File: src/rtl/hz_pkg.sv
package hz_pkg;

    localparam int REG_IDX_W = 5;
    localparam int NUM_SRC   = 2;

    typedef logic [REG_IDX_W-1:0] reg_idx_t;

    typedef enum logic [1:0] {
        OPSEL_RF  = 2'b00,
        OPSEL_WB  = 2'b01,
        OPSEL_MEM = 2'b10
    } opsel_e;

    typedef struct packed {
        logic     wr_en;
        reg_idx_t dst;
    } wr_port_t;

    typedef struct packed {
        reg_idx_t idx;
        logic     used;
    } rd_port_t;

    // A writing stage matches a reader unless it targets the zero register.
    function automatic logic wr_hits(wr_port_t w, reg_idx_t src);
        return w.wr_en && (w.dst != '0) && (w.dst == src);
    endfunction

endpackage

File: src/rtl/hz_operand_fwd.sv
module hz_operand_fwd
    import hz_pkg::*;
(
    input  reg_idx_t src,
    input  wr_port_t mem_wr,
    input  wr_port_t wb_wr,
    output opsel_e   sel
);
    // The younger result in execute/memory is checked first.
    always_comb begin
        if (wr_hits(mem_wr, src))
            sel = OPSEL_MEM;
        else if (wr_hits(wb_wr, src))
            sel = OPSEL_WB;
        else
            sel = OPSEL_RF;
    end
endmodule

File: src/rtl/hz_store_fwd.sv
module hz_store_fwd
    import hz_pkg::*;
(
    input  logic     st_in_mem,
    input  reg_idx_t st_data_reg,
    input  wr_port_t wb_wr,
    output logic     fwd
);
    always_comb fwd = st_in_mem && wr_hits(wb_wr, st_data_reg);
endmodule

File: src/rtl/hz_load_use.sv
module hz_load_use
    import hz_pkg::*;
(
    input  logic     ld_in_ex,
    input  reg_idx_t ld_dst,
    input  rd_port_t rs_port,
    input  rd_port_t rt_port,
    input  logic     is_store,
    output logic     stall
);
    wr_port_t ld_wr;
    logic     rs_hit;
    logic     rt_hit;

    always_comb begin
        ld_wr  = '{wr_en: ld_in_ex, dst: ld_dst};
        rs_hit = rs_port.used && wr_hits(ld_wr, rs_port.idx);
        // Store data can be picked up later from writeback, no stall needed.
        rt_hit = rt_port.used && !is_store && wr_hits(ld_wr, rt_port.idx);
        stall  = rs_hit || rt_hit;
    end
endmodule

File: src/rtl/hz_forward_unit.sv
module hz_forward_unit
    import hz_pkg::*;
(
    input  logic [REG_IDX_W-1:0] idex_rs_idx,
    input  logic [REG_IDX_W-1:0] idex_rt_idx,
    input  logic                 exmem_wr_en,
    input  logic [REG_IDX_W-1:0] exmem_dst,
    input  logic                 memwb_wr_en,
    input  logic [REG_IDX_W-1:0] memwb_dst,
    input  logic                 exmem_store,
    input  logic [REG_IDX_W-1:0] exmem_store_reg,
    input  logic [REG_IDX_W-1:0] ifid_rs_idx,
    input  logic                 ifid_rs_used,
    input  logic [REG_IDX_W-1:0] ifid_rt_idx,
    input  logic                 ifid_rt_used,
    input  logic                 ifid_store,
    input  logic                 idex_load,
    input  logic [REG_IDX_W-1:0] idex_load_dst,
    output logic [1:0]           op_a_sel,
    output logic [1:0]           op_b_sel,
    output logic                 st_data_sel,
    output logic                 hold_front,
    output logic                 insert_bubble
);
    wr_port_t mem_wr;
    wr_port_t wb_wr;
    reg_idx_t ex_src [NUM_SRC];
    opsel_e   ex_sel [NUM_SRC];
    logic     stall;

    assign mem_wr    = '{wr_en: exmem_wr_en, dst: exmem_dst};
    assign wb_wr     = '{wr_en: memwb_wr_en, dst: memwb_dst};
    assign ex_src[0] = idex_rs_idx;
    assign ex_src[1] = idex_rt_idx;

    for (genvar g = 0; g < NUM_SRC; g++) begin : g_opnd
        hz_operand_fwd u_fwd (
            .src    (ex_src[g]),
            .mem_wr (mem_wr),
            .wb_wr  (wb_wr),
            .sel    (ex_sel[g])
        );
    end

    assign op_a_sel = ex_sel[0];
    assign op_b_sel = ex_sel[1];

    hz_store_fwd u_st (
        .st_in_mem   (exmem_store),
        .st_data_reg (exmem_store_reg),
        .wb_wr       (wb_wr),
        .fwd         (st_data_sel)
    );

    hz_load_use u_lu (
        .ld_in_ex (idex_load),
        .ld_dst   (idex_load_dst),
        .rs_port  ('{idx: ifid_rs_idx, used: ifid_rs_used}),
        .rt_port  ('{idx: ifid_rt_idx, used: ifid_rt_used}),
        .is_store (ifid_store),
        .stall    (stall)
    );

    assign hold_front    = stall;
    assign insert_bubble = stall;
endmodule

File: config.mk
export PLATFORM = sky130hd
export DESIGN_NAME = hz_forward_unit
export DESIGN_NICKNAME = d
export VERILOG_FILES = /design/src/rtl/hz_pkg.sv /design/src/rtl/hz_operand_fwd.sv /design/src/rtl/hz_store_fwd.sv /design/src/rtl/hz_load_use.sv /design/src/rtl/hz_forward_unit.sv
export SDC_FILE = /design/constraint.sdc
export NUM_CORES = 1
export LEC_CHECK = 0
export ABC_CLOCK_PERIOD_IN_PS = 2600
export BUFFER_PORTS_ARGS = -buffer_cell sky130_fd_sc_hd__buf_2
export CORE_AREA = 2 2 40 42
export DETAILED_ROUTE_END_ITERATION = 10
export DIE_AREA = 0 0 42 44
export GPL_TIMING_DRIVEN = 0
export PLACE_DENSITY = 0.81
export SYNTH_ARGS = -nofsm -noshare
export SYNTH_HDL_FRONTEND = slang
export SYNTH_HIERARCHICAL = 1
export SYNTH_SLANG_ARGS = --single-unit
File: constraint.sdc
create_clock -name vclk -period 2.6
set_input_delay 0.26 -clock vclk [all_inputs]
set_output_delay 0.26 -clock vclk [all_outputs]
set_load 0.01 [all_outputs]
==> impl_metrics.tcl <==
set metrics [dict create \
    status "finished, final reports clean" \
    cp_max_fo 3 \
    grt_pass1_vias 658 \
    syn_inst 68 \
    ys_warn_count 6 \
    combPwrFrac 1.000 \
    period_share 0.641 \
    finalSetupViolCount 0 \
    yosysTopAreaCell "xnor2_1" \
    p_leak_nw 0.376 \
    synth_area_leaders "xnor2_1, xor2_1, o41ai_2" \
    io_pins 54 \
    setup_tns_ns 0 \
    start_kind "input port" \
    firstDrtPassIters 4 \
    post_cts_resized 0 \
    grt_pass1_wl_um 2690 \
    syn_to_final_growth_pct 55.4 \
    rows 14 \
    io_buffers 54 \
    start_util 0.369 \
    core_um2 1420 \
    p_per_area_nw_per_um2 148 \
    critPathTopFamily "simple AND/OR/NAND/NOR gates" \
    antenna_found_initial 0 \
    rsz0062_at_grt "false" \
    fp.dieW_um 42 \
    die_h_um 44 \
    hpwl_um 1480 \
    syn-num-nets 115 \
    p_int_mw 0.0615 \
    postSynthAreaPerCell_um2 7.71 \
    cp_slowest_cell "nor4_1" \
    avgRoutedWirePerCell_um 11.8 \
    p_seq_frac 0 \
    fin_crit_ns 1.67 \
    netlist.area_leader.share 0.267 \
    slew_viol_final 0 \
    overflow 0 \
    pwr-share-clk 0 \
    num_vias 696 \
    max_stage_delay_ns 0.31 \
    mostFrequentLayoutCell "buf_2" \
    min_path_type "input port to output port" \
    synth.distinct_cells 20 \
    grt_max_degree 6 \
    holdBufCountCts 0 \
    cts_setup_buffers 0 \
    slew_headroom 0.790 \
    drive_above_1_share 0.516 \
    seq_area_frac_synth 0 \
    grt_use_total 0.180 \
    critical_path_required_ns 2.34 \
    tightest_slew_ns 0.311 \
    crit_buf_inv 3 \
    p_switching_mw 0.0588 \
    path_cells "buf_2, xor2_1, nor4_1, nand4b_1, a21oi_1, buf_4, buf_2" \
    cp.arrival_ns 1.41 \
    setup_slack_ns 0.934 \
    initialDrtViolationCount 8 \
    switching_share 0.488 \
    ir_worst_vdd_mv 0.0687 \
    crit_type "input port to output port" \
    routed_wl_um 1630 \
    nClkBuffers 0 \
    hold_viol 0 \
    die-area_um2 1850 \
    antenna_cells 0 \
    seq_cell_count 0 \
    ff_latch_area_um2 0 \
    dpl_worst_slack_ns 0.957 \
    max_clock_freq_mhz 600 \
    cp_common_cell "buf_2" \
    antenna_left 0 \
    power_mw 0.120 \
    layout_common_cells "buf_2, xnor2_1, xor2_1" \
    drc 0 \
    syn-cell-area_um2 524 \
    cap_violations 0 \
    routed_via_density 5.04 \
    finalWeightedCongestion 0.778 \
    crit_path_end_kind "output port" \
    nets 171 \
]
metrics by stage:
step / area [um2] / hold WS (ns) / util / cells
global placement: 815 / 0.870 / 0.574 / 138
CTS: 815 / 0.871 / 0.574 / 138
floorplan: 524 / 0.629 / - / 68
detailed placement: 815 / 0.871 / 0.574 / 138
global route: 815 / 0.901 / 0.574 / 138
finish: 815 / 0.868 / 0.574 / 138
final timing paths:
kind                             start             to  slack (ns)  cells past startpoint
worst max-delay path  idex_load_dst[3]  insert_bubble        0.93                      7
worst min-delay path         idex_load     hold_front        0.87                      4
layer usage:
metal,share of wire,GRT usage,wire [um],vias up
li1,-,-,-,360
met1,0.41,0.235,665,309
met2,0.52,0.341,838,25
met3,0.067,0.00833,109,2
met4,0.0074,0.0129,12,0
met5,0,0,0,-
Yosys cell counts, drive strengths merged:
cell and n:
a211oi 2, a21oi 3, buf 1, inv 1, nand2 4, nand3 6, nand4b 1, nor2 2
nor3 6, nor3b 1, nor4 5, o2111ai 1, o21ai 2, o41ai 2, or4 1, xnor2 16
xor2 14
cell type report:
| class | instances | area [um2] |
|---|---|---|
| plain buffers | 1 | 7.51 |
| fillers | 147 | 604 |
| inverters | 1 | 3.75 |
| multi-input cells | 66 | 513 |
| well taps | 16 | 20.0 |
| repair buffers | 54 | 270 |
power by group through the flow:
stage / registers, mW / logic [mW] / clock network (mW)
3_3_place_gp: 0 / 0.116 / 0
6_report: 0 / 0.120 / 0
5_1_grt: 0 / 0.132 / 0
2_1_floorplan: 0 / 0.0562 / 0
4_1_cts: 0 / 0.121 / 0
3_5_place_dp: 0 / 0.120 / 0
kinds of logic after synthesis:
logic type,share of synthesized area
XOR/XNOR,0.501
AND/OR/NAND/NOR,0.303
AO/OA/AOI/OAI,0.174
buffers and inverters,0.0215
No activity file was read; power rests on OpenSTA's default activity.
